--- src/rtl/rxo_pkg.sv ---
package rxo_pkg;
    localparam int OVS  = 16;          // strobes per bit
    localparam int HALF = OVS / 2;     // strobes to mid start bit
    localparam int TC_W = $clog2(OVS);
    localparam int NBITS = 8;
    localparam int BI_W = $clog2(NBITS);

    typedef enum logic [1:0] {
        ST_IDLE  = 2'd0,
        ST_START = 2'd1,
        ST_DATA  = 2'd2,
        ST_STOP  = 2'd3
    } rx_state_e;

    typedef struct packed {
        rx_state_e         st;
        logic [TC_W-1:0]   tcnt;
        logic [BI_W-1:0]   bidx;
        logic [NBITS-1:0]  shreg;
        logic [NBITS-1:0]  data;
        logic              valid;
        logic              ferr;
    } rx_regs_t;
endpackage

--- src/rtl/rxo_baud.sv ---
// Free-running divider producing the oversampling strobe.
module rxo_baud #(
    parameter int DIV_W = 16
) (
    input  logic             clk,
    input  logic             rst_n,
    input  logic [DIV_W-1:0] div_i,
    output logic             tick_o
);
    logic [DIV_W-1:0] cnt_d, cnt_q;
    logic [DIV_W-1:0] eff;
    logic [DIV_W-1:0] last;

    always_comb begin
        eff    = (div_i == '0) ? {{(DIV_W-1){1'b0}}, 1'b1} : div_i;
        last   = eff - {{(DIV_W-1){1'b0}}, 1'b1};
        tick_o = (cnt_q >= last);
        cnt_d  = tick_o ? '0 : cnt_q + {{(DIV_W-1){1'b0}}, 1'b1};
    end

    always_ff @(posedge clk or negedge rst_n) begin
        if (!rst_n) cnt_q <= '0;
        else        cnt_q <= cnt_d;
    end
endmodule

--- src/rtl/rxo_sync.sv ---
// Two-flop synchronizer plus falling-edge detector.
module rxo_sync (
    input  logic clk,
    input  logic rst_n,
    input  logic line_i,
    output logic line_o,
    output logic fall_o
);
    typedef struct packed {
        logic s1;
        logic s2;
        logic prev;
    } sync_t;

    sync_t r_d, r_q;

    always_comb begin
        r_d.s1   = line_i;
        r_d.s2   = r_q.s1;
        r_d.prev = r_q.s2;
        line_o   = r_q.s2;
        fall_o   = r_q.prev & ~r_q.s2;
    end

    always_ff @(posedge clk or negedge rst_n) begin
        if (!rst_n) r_q <= '{s1: 1'b1, s2: 1'b1, prev: 1'b1};
        else        r_q <= r_d;
    end
endmodule

--- src/rtl/rxo_errcnt.sv ---
// Saturating framing-error counter with synchronous clear.
module rxo_errcnt #(
    parameter int CNT_W = 16
) (
    input  logic             clk,
    input  logic             rst_n,
    input  logic             clr_i,
    input  logic             inc_i,
    output logic [CNT_W-1:0] cnt_o
);
    logic [CNT_W-1:0] cnt_d, cnt_q;

    always_comb begin
        cnt_d = cnt_q;
        if (clr_i)
            cnt_d = '0;
        else if (inc_i && (cnt_q != {CNT_W{1'b1}}))
            cnt_d = cnt_q + {{(CNT_W-1){1'b0}}, 1'b1};
        cnt_o = cnt_q;
    end

    always_ff @(posedge clk or negedge rst_n) begin
        if (!rst_n) cnt_q <= '0;
        else        cnt_q <= cnt_d;
    end
endmodule

--- src/rtl/rxo_fsm.sv ---
// Frame sequencer: start confirm, centre sampling, stop check.
module rxo_fsm
    import rxo_pkg::*;
(
    input  logic             clk,
    input  logic             rst_n,
    input  logic             tick_i,
    input  logic             rx_i,
    input  logic             fall_i,
    output logic [NBITS-1:0] data_o,
    output logic             valid_o,
    output logic             ferr_o,
    output logic             ferr_next_o
);
    rx_regs_t r_d, r_q;

    always_comb begin
        r_d       = r_q;
        r_d.valid = 1'b0;
        r_d.ferr  = 1'b0;
        unique case (r_q.st)
            ST_IDLE: begin
                if (fall_i) begin
                    r_d.st   = ST_START;
                    r_d.tcnt = '0;
                end
            end
            ST_START: begin
                if (tick_i) begin
                    if (r_q.tcnt == TC_W'(HALF - 1)) begin
                        r_d.tcnt = '0;
                        r_d.bidx = '0;
                        r_d.st   = rx_i ? ST_IDLE : ST_DATA;
                    end else begin
                        r_d.tcnt = r_q.tcnt + 1'b1;
                    end
                end
            end
            ST_DATA: begin
                if (tick_i) begin
                    if (r_q.tcnt == TC_W'(OVS - 1)) begin
                        r_d.tcnt  = '0;
                        r_d.shreg = {rx_i, r_q.shreg[NBITS-1:1]};  // LSB first
                        if (r_q.bidx == BI_W'(NBITS - 1))
                            r_d.st = ST_STOP;
                        else
                            r_d.bidx = r_q.bidx + 1'b1;
                    end else begin
                        r_d.tcnt = r_q.tcnt + 1'b1;
                    end
                end
            end
            ST_STOP: begin
                if (tick_i) begin
                    if (r_q.tcnt == TC_W'(OVS - 1)) begin
                        r_d.tcnt = '0;
                        r_d.st   = ST_IDLE;
                        if (rx_i) begin
                            r_d.valid = 1'b1;
                            r_d.data  = r_q.shreg;
                        end else begin
                            r_d.ferr  = 1'b1;
                        end
                    end else begin
                        r_d.tcnt = r_q.tcnt + 1'b1;
                    end
                end
            end
            default: r_d.st = ST_IDLE;
        endcase
        data_o      = r_q.data;
        valid_o     = r_q.valid;
        ferr_o      = r_q.ferr;
        ferr_next_o = r_d.ferr;
    end

    always_ff @(posedge clk or negedge rst_n) begin
        if (!rst_n) r_q <= '{st: ST_IDLE, default: '0};
        else        r_q <= r_d;
    end
endmodule

--- src/rtl/serial_rx_os.sv ---
module serial_rx_os
    import rxo_pkg::*;
#(
    parameter int DIV_W = 16,
    parameter int CNT_W = 16
) (
    input  logic             clk,
    input  logic             rst_n,
    input  logic [DIV_W-1:0] div_i,
    input  logic             line_i,
    input  logic             err_clr_i,
    output logic [7:0]       data_o,
    output logic             valid_o,
    output logic             frame_err_o,
    output logic [CNT_W-1:0] err_cnt_o
);
    logic tick;
    logic rx_s;
    logic fall;
    logic ferr_next;

    rxo_baud #(.DIV_W(DIV_W)) u_baud (
        .clk(clk), .rst_n(rst_n), .div_i(div_i), .tick_o(tick)
    );

    rxo_sync u_sync (
        .clk(clk), .rst_n(rst_n), .line_i(line_i), .line_o(rx_s), .fall_o(fall)
    );

    rxo_fsm u_fsm (
        .clk(clk), .rst_n(rst_n), .tick_i(tick), .rx_i(rx_s), .fall_i(fall),
        .data_o(data_o), .valid_o(valid_o), .ferr_o(frame_err_o),
        .ferr_next_o(ferr_next)
    );

    rxo_errcnt #(.CNT_W(CNT_W)) u_cnt (
        .clk(clk), .rst_n(rst_n), .clr_i(err_clr_i), .inc_i(ferr_next),
        .cnt_o(err_cnt_o)
    );
endmodule

--- config.mk ---
export PLATFORM = sky130hd
export DESIGN_NAME = serial_rx_os
export DESIGN_NICKNAME = d
export VERILOG_FILES = /design/src/rtl/rxo_pkg.sv /design/src/rtl/rxo_baud.sv /design/src/rtl/rxo_sync.sv /design/src/rtl/rxo_errcnt.sv /design/src/rtl/rxo_fsm.sv /design/src/rtl/serial_rx_os.sv
export SDC_FILE = /design/constraint.sdc
export NUM_CORES = 1
export LEC_CHECK = 0
export BUFFER_PORTS_ARGS = -buffer_cell sky130_fd_sc_hd__buf_2
export CORE_MARGIN = 5
export CORE_UTILIZATION = 50
export CTS_BUF_LIST = sky130_fd_sc_hd__clkbuf_4 sky130_fd_sc_hd__clkbuf_8
export CTS_CLUSTER_SIZE = 12
export DETAILED_ROUTE_END_ITERATION = 10
export GPL_TIMING_DRIVEN = 0
export PLACE_DENSITY = 0.7
export SLEW_MARGIN = 20
export SYNTH_ARGS = -nofsm -noshare
export SYNTH_HDL_FRONTEND = slang
export SYNTH_SLANG_ARGS = --single-unit
--- constraint.sdc ---
create_clock -name clk -period 3.9 [get_ports clk]
set_input_delay 0.195 -clock clk [delete_from_list [all_inputs] [get_ports clk]]
set_output_delay 0.195 -clock clk [all_outputs]
set_load 0.02 [all_outputs]
# Word-level counts from Yosys, hierarchy flattened
# Cells that the tools add are included.
dict set report op_classes {
  add_sub_neg 5
  n_mul 0
  div_mod_pow 0
  order_cmp 1
  n_eq_ne 16
  shifts 0
  mux 25
  bitwise_logic 2
  reduce_logical 10
}
# operator count
set op_table {}
lappend op_table {{16-bit two-way mux} 4}
lappend op_table {{16-bit by 1-bit adder with 16-bit output, second input constant} 2}
lappend op_table {{6-bit case mux with 4 select lines} 1}
lappend op_table {{17-bit two-way mux} 1}
lappend op_table {{16-bit >= comparator} 1}
lappend op_table {{16-bit zero test} 1}
lappend op_table {{2-bit two-way mux} 8}
lappend op_table {{16-bit != test, second input constant} 1}
lappend op_table {{16-bit by 1-bit subtractor with 16-bit output, second input constant} 1}
lappend op_table {{6-bit two-way mux} 2}
lappend op_table {{11-bit two-way mux} 1}
lappend op_table {{2-bit != test, second input constant} 5}
lappend op_table {{9-bit two-way mux} 1}
lappend op_table {{4-bit two-way mux} 2}
lappend op_table {{2-bit by 1-bit != test with 1-bit output, second input constant} 4}
lappend op_table {{4-bit AND reduction} 2}
lappend op_table {{8-bit AND reduction} 1}
lappend op_table {{3-bit two-way mux} 2}
lappend op_table {{3-bit case mux with 2 select lines} 1}
lappend op_table {{6-bit AND reduction} 1}
lappend op_table {{4-bit by 1-bit adder with 4-bit output, second input constant} 1}
lappend op_table {{2-bit == test, second input constant} 2}
lappend op_table {{4-bit by 3-bit == test with 1-bit output, second input constant} 1}
lappend op_table {{4-bit == test, second input constant} 1}
lappend op_table {{10 further kinds} 12}
dict set report word_totals {
  ff_bits 62
  latchBits 0
  mem_bits_rw 0
  romBits 0
  inputBits 20
  out_inout_bits 26
  mem_count 0
}

# Depth between registers and ports, before layout
# Gate-level depths: netlist of the first run.
dict set report logic_depth {
  depth_word 9
  ltp_mapped 17
}

# Hierarchy
# Synthesis of the first run repeated with hierarchy kept, for this count alone.
dict set report unflattened {
  hier_cells 356
  hier_area_um2 3702.3
}
# module instances cells_each area_each_um2
set by_module_without_submodules {}
lappend by_module_without_submodules {rxo_baud 1 149 1356.3}
lappend by_module_without_submodules {rxo_fsm 1 105 1311.3}
lappend by_module_without_submodules {rxo_errcnt 1 98 942.2}
lappend by_module_without_submodules {rxo_sync 1 4 92.6}

# Worst setup path before layout of the first run
# No wires, ideal clock.
dict set report synth_path {
  path_type {input -> register}
  start {in div_i[11]}
  end {reg u_fsm.r_q[18] (netlist bit)}
  setup_time_ns 0.125
  arrival_time_ns 3.431
  required_time_ns 3.775
  setup_slack_ns 0.344
  stages 16
  path_buffers 1
  path_cell_list {nor4_1 > nand2_1 > nor3_1 > a31oi_1 > ha_1 > and3_1 > nand3_1 > xor2_1 > ha_1 > nand4_1 > a211oi_1 > a32oi_1 > and2_4 > buf_4 > nor3_2 > mux2_2}
}
dict set report synth_via {
  elab_chain_len 6
  word_cells_on_any_way 7
  classes_between {1 x add/sub; 1 x order compare; 2 x eq/ne; 1 x mux; 2 x reduce/logical}
}
# element line
set synth_rtl {}
lappend synth_rtl {{start, declared} serial_rx_os.sv:9} ;# input logic [DIV_W-1:0] div_i,
lappend synth_rtl {{16-bit zero test} rxo_baud.sv:15} ;# eff = (div_i == '0) ? {{(DIV_W-1){1'b0}}, 1'b1} : div_i;
lappend synth_rtl {{16-bit two-way mux *} rxo_baud.sv:15}
lappend synth_rtl {{16-bit by 1-bit subtractor with 16-bit output *} rxo_baud.sv:16} ;# last = eff - {{(DIV_W-1){1'b0}}, 1'b1};
lappend synth_rtl {{16-bit >= comparator *} rxo_baud.sv:17} ;# tick_o = (cnt_q >= last);
lappend synth_rtl {{2-bit != test (no line)} --}
lappend synth_rtl {{6-bit AND reduction (no line) *} --}
lappend synth_rtl {{end signal, assigned} rxo_fsm.sv:79} ;# else r_q <= r_d;
lappend synth_rtl {{end, declared} rxo_fsm.sv:15} ;# rx_regs_t r_d, r_q;
# Every way passes the cells marked *; elsewhere a longest branch is shown, timed or not.
# A chain may end at the register's enable or synchronous reset.

# Worst setup path in the final report of the first run
dict set report layout_path {
  start {in div_i[11]}
  end {reg u_fsm.r_q[20] (netlist bit)}
}
# The elaborated chain is that of the path after synthesis.

==> reports/metrics.yaml, run 1 <==
synthesis:
  netlist_instances: 368
  netlist_area_sq_um: 3670
  ys_types: 58
  synth_edf_count: 0
  async_flop_share_pct: 100
  syn_nets: 410
  synth_seq_cells: 62
  yosysWarnings: 0
  ys.flop_type: "dfrtp_1"
  syn_area_per_cell_sq_um: 9.97
  synth_seq_area_share_pct: 42.4
die:
  fp.dieH_um: 95.7
  rows: 31
  start_util_pct: 50.8
  fp.dieArea_sq_um: 9150
  core_area_sq_um: 7210
  die_width_um: 95.7
  io_pins: 46
pwr:
  p_total_uw: 1750
  p_leak_uw: 0.00201
  switching_share_pct: 32.3
  combPwrFrac_pct: 22.0
  intPower_uw: 1180
  p_per_area_nw_per_um2: 408
  ir_drop_uv: 225
  pwr-share-seq_pct: 46.2
  power.switching_uw: 566
  power.share.clock_pct: 31.9
finish:
  diodes: 0
  drive_gt1_share_pct: 25.7
  layout.nets: 469
  final_cell_mix: "59 x dfrtp_1, 46 x buf_2, 39 x nor2_1"
  syn_to_final_growth_pct: 17.0
  regArea_sq_um: 1560
  final_common_cell: "dfrtp_1"
  multiInputGateArea_sq_um: 2030
  n_fill_cell: 651
timing:
  finalClockSkew_ps: 6.09
  tns_ps: 0
  hold_viol_final: 0
  fmaxAchievable_mhz: 276
  setup_viol_count_final: 0
  maxSlewViolCount: 0
  slew_headroom_pct: 47.9
  fin_crit_ps: 3620
  timing.final.crit_share_pct: 92.9
  tightest_slew_ps: 781
setup_path:
  end_kind: "flip-flop"
  worst_path_dominant_cell_family: "simple AND/OR/NAND/NOR gates"
  start_kind: "primary input"
  r2r_cells: 10
  path_class: "primary input to flip-flop"
  cp.required_ps: 4130
  path_buf_inv: 2
  slowest_stage: "mux2_2"
  critPathMaxFanout: 10
  crit_path_max_incr_delay_ps: 370
  worstPathArrival_ps: 3850
  worstPathCellList: "buf_2, nor4_4, nand2_1, nor3_4, a31oi_1, ha_1, and3_1, nand3_1, xor2_1, ha_1, nand4_1, a211oi_1, a32oi_1, and2_4, buf_4, nor3_2, mux2_2"
  cp.depth: 17
  worst_path_most_repeated_cell: "ha_1"
route:
  routedWlPerCell_um: 14.6
  drtIter0Drc: 152
  dr.pass1.iters: 4
  drcViolationCount: 0
  via_per_inst: 5.48
  ant_nets: 0
  wl_mm: 7.74
  via_count: 2908
worst_hold_path:
  hp-class: "primary input to flip-flop"
  hold_depth: 3
global_routing:
  overflow: 0
  grt_pass1_wl_mm: 13.2
  grt_use_total_pct: 18.6
  antenna_found_initial: 0
  grt_pass1_vias: 2847
  grt_max_degree: 63
place:
  hpwl_mm: 5.52
  gp_congestion: 0.839
  port-buffer-count: 45
clocking:
  clock-sinks: 62
  clk_pin_slew_ps: 70
  insertion_delay_ps: 340
  cts.htree.levels: 3
  cts_tree: "built"
  cts-root-buf: "clkbuf_8"
  cts_buffer_depth: 2
  cts_buffers: 9
flow_run:
  drv_cap: 0
outcome:
  outcome: "completed"
flip-flops by register name, indices dropped and copies added (netlist names):
register       flops
u_baud.cnt_q      16
u_cnt.cnt_o       16
u_fsm.data_o       8
u_fsm.ferr_o       1
u_fsm.r_q         17
u_fsm.valid_o      1
u_sync.line_o      1
u_sync.r_d         1
u_sync.r_q         1
metal layers:
layer  GRT usage (%)  part of all wire [%]
met5               0                     0
met4            7.82                   1.7
met1            25.0                    47
met2            29.6                    46
met3            3.31                   4.9
synth_stat cells (all sizes together) (2+ instances only):
cell	n	share of area, %
dfrtp	59	40
nor2	41	4.5
mux2	24	7.4
nand2	24	2.5
ha	22	7.5
nand3	17	2.3
a21oi	16	2.2
buf	14	2.6
xor2	13	3.1
nand4	11	1.9
nor3	11	1.9
o21ai	11	1.6
xnor2	11	2.6
and3	8	1.5
o31ai	8	1.6
or4	8	1.6
nor2b	7	1.2
clkbuf	6	0.61
nand2b	5	0.85
nor4	5	0.85
or3	5	0.85
or2	4	0.68
and2	3	0.65
and4	3	0.72
dfstp	3	2.1
inv	3	0.31
nor3b	3	0.61
a21o	2	0.41
a22o	2	0.48
nand4b	2	0.48
worst paths after layout:
| path | start | to | slack [ps] |
|---|---|---|---|
| min reg2reg | u_sync.r_d[1] | u_sync.line_o | 360 |
| min | err_clr_i | u_cnt.cnt_o[0] | 220 |
| max | div_i[11] | u_fsm.r_q[20] | 280 |
| min in group asynchronous | rst_n | u_fsm.data_o[3] | 460 |
| max in group asynchronous | rst_n | u_cnt.cnt_o[13] | 2910 |
| max reg2reg | u_baud.cnt_q[0] | u_fsm.r_q[25] | 1260 |
cell families (layout without fill, tap and decap cells):
logic type | after synthesis | count (layout) | synth area share, %
multiplexers | 25 | 25 | 7.64
AO/OA/AOI/OAI | 53 | 53 | 9.62
adder cells (fa/ha/maj) | 22 | 22 | 7.50
AND/OR/NAND/NOR | 159 | 159 | 23.6
flip-flops | 62 | 62 | 42.4
XOR/XNOR | 24 | 24 | 5.73
buffers and inverters | 23 | 87 | 3.55
per-stage QoR:
step / setup slack [ps] / util, % / std cells / hold slack (ps) / instance area, sq um
after detailed placement: -685 / 55.7 / 512 / 301 / 4020
after global placement: -544 / 55.7 / 512 / 300 / 4020
after global routing: -26.7 / 59.5 / 531 / 238 / 4290
after floorplan: 344 / - / 368 / -101 / 3670
final: 277 / 59.5 / 531 / 222 / 4290
after CTS: 8.74 / 59.1 / 530 / 216 / 4260
tightest hold or removal path: cells and delay by family:
family | cells | cell delay [ps]
compound gates | 1 | 50
buf+inv | 1 | 150
simple gates | 1 | 130
repair_timing:
item,in CTS,in global routing
hold buffers,2,0
hold endpoints to repair,60,0
setup buffers,0,1
gates resized for setup,3,6
setup endpoints to repair,56,46
pin swaps,0,2
power by group through the flow:
stage / sequential (uW) / combinational [uW] / clock [uW]
finish: 807 / 384 / 557
global placement: 815 / 358 / 0
CTS: 806 / 382 / 574
global route: 820 / 447 / 602
detailed placement: 816 / 375 / 0
floorplan: 792 / 282 / 0
final cells by class:
type	instances	area share [%]
buffer	20	2.83
sequential	62	36.2
tap	99	2.89
multi-input combinational	283	47.2
clock inverter	7	1.69
inverter	3	0.262
timing repair buffer	48	5.95
clock buffer	9	2.89
Note: power is estimated with default switching activity, not from simulation.
==> run 2: changes to the inputs <==
--- a/config.mk
+++ b/config.mk
@@ -6,6 +6,7 @@
 export NUM_CORES = 1
 export LEC_CHECK = 0
 export BUFFER_PORTS_ARGS = -buffer_cell sky130_fd_sc_hd__buf_2
+export CORE_ASPECT_RATIO = 1.4
 export CORE_MARGIN = 5
 export CORE_UTILIZATION = 50
 export CTS_BUF_LIST = sky130_fd_sc_hd__clkbuf_4 sky130_fd_sc_hd__clkbuf_8
==> run 2 against run 1 <==
Net effect: worst hold slack worse by 2.0 ps; cell count up 0.38%; combinational power increased by 5.7%; largest cell class unchanged.
==> reports/metrics.yaml, run 2 (synthesis gave the netlist of run 1 again) <==
timing:
  setup_viol_count_final: 0
  hold_viol_final: 0
  tns_ps: 0
  tightest_slew_ps: 826
  finalClockSkew_ps: 7.29
  maxSlewViolCount: 0
  slew_headroom_pct: 44.4
  fmaxAchievable_mhz: 273
  setup_slack_ps: 233
  timing.final.crit_share_pct: 94.0
  fin_crit_ps: 3670
  fin_hold_ws_ps: 220
clocking:
  cts_buffer_depth: 2
  clk_pin_slew_ps: 70
  cts.htree.levels: 3
  insertion_delay_ps: 340
  clock-sinks: 62
  cts-root-buf: "clkbuf_8"
  cts_buffers: 9
  cts_tree: "built"
place:
  port-buffer-count: 45
  hpwl_mm: 5.77
  gp_congestion: 0.837
  dp_worst_setup_slack_ps: -841
global_routing:
  grt_use_total_pct: 18.9
  antenna_found_initial: 0
  grt_pass1_wl_mm: 13.7
  grt_max_degree: 63
  grt_pass1_vias: 3039
  overflow: 0
die:
  start_util_pct: 50.5
  core_area_sq_um: 7270
  fp.dieArea_sq_um: 9170
  rows: 37
  io_pins: 46
  die_width_um: 82.4
  fp.dieH_um: 111
finish:
  final_cell_mix: "59 x dfrtp_1, 46 x buf_2, 39 x nor2_1"
  layout.nets: 473
  drive_gt1_share_pct: 28.9
  diodes: 0
  largest_register: "u_fsm.r_q"
  final_common_cell: "dfrtp_1"
  largest_reg_flops: 17
  syn_to_final_growth_pct: 19.1
pwr:
  p_leak_uw: 0.00205
  combPwrFrac_pct: 23.8
  power.switching_uw: 556
  intPower_uw: 1150
  pwr-share-seq_pct: 47.1
  ir_drop_uv: 318
  switching_share_pct: 32.6
  p_per_area_nw_per_um2: 391
  power.share.clock_pct: 29.1
outcome:
  outcome: "completed"
route:
  ant_nets: 0
  drcViolationCount: 0
  wl_mm: 8.02
  drtIter0Drc: 114
  via_count: 3024
  routedWlPerCell_um: 15.1
  via_per_inst: 5.67
  dr.pass1.iters: 4
setup_path:
  start_kind: "primary input"
  critPathMaxFanout: 10
  worstPathArrival_ps: 3930
  cp.required_ps: 4160
  end_kind: "flip-flop"
  path_class: "primary input to flip-flop"
flow_run:
  drv_cap: 0
worst_hold_path:
  hp-class: "primary input to flip-flop"
run 2: per-layer routing:
metal	GRT usage, %	vias up	share of wire (%)
li1	-	1455	-
met5	0	-	0
met4	6.76	0	1.6
met2	33.1	75	54
met1	21.6	1480	40
met3	4.53	14	4.7
run 2: repair_timing:
action,4_1_cts,5_1_grt
buffers inserted,0,5
endpoints found under the hold margin,60,0
gates resized for setup,4,19
gates cloned,0,0
hold buffers,2,0
setup endpoints to repair,57,56
pin swaps,0,9
run 2: final cells by class:
cell class                      count  area (sq um)
Buffer                             20           125
Clock buffer                       12           153
Clock inverter                      4          23.8
Fill cell                         640          2900
Inverter                            3          11.3
Multi-Input combinational cell    283          2090
Sequential cell                    62          1560
Tap cell                           97           121
Timing Repair Buffer               52           285
run 2: through the flow:
stage	total power (uW)	util, %	cell area (sq um)	instances
6_report	1710	60.1	4370	533
5_1_grt	1830	60.1	4370	533
4_1_cts	1710	58.3	4240	528
3_5_place_dp	1200	55.3	4020	510
3_3_place_gp	1170	55.2	4020	510
2_1_floorplan	1070	-	3670	368
run 2: final timing paths:
path,startpoint,end,slack [ps],cells past startpoint
max in group asynchronous,rst_n,u_baud.cnt_q[12],2900,2
worst max-delay path,div_i[8],u_cnt.cnt_o[3],230,17
min in group asynchronous,rst_n,u_cnt.cnt_o[5],470,2
worst min-delay path,err_clr_i,u_cnt.cnt_o[0],220,3
worst min register to register,u_sync.r_d[1],u_sync.line_o,360,0
worst max register to register,u_baud.cnt_q[13],u_fsm.r_q[25],1290,9
run 2: power by group through the flow:
stage | logic [uW] | clock network (uW) | registers (uW)
CTS | 389 | 517 | 806
global placement | 361 | 0 | 813
floorplan | 282 | 0 | 792
finish | 406 | 498 | 805
detailed placement | 379 | 0 | 817
global route | 467 | 546 | 818
run 2: critical path: stages:
cell and delay (ps):
buf_2 140, nor4_4 350, nand2_2 130, nor3_4 310
a31oi_4 160, ha_4 230, and3_2 210, nand3_1 90
xor2_1 70, ha_1 300, nand4_1 230, a211oi_2 290
a32oi_2 170, and2_4 220, buf_6 150, or4_4 520
a21oi_2 150
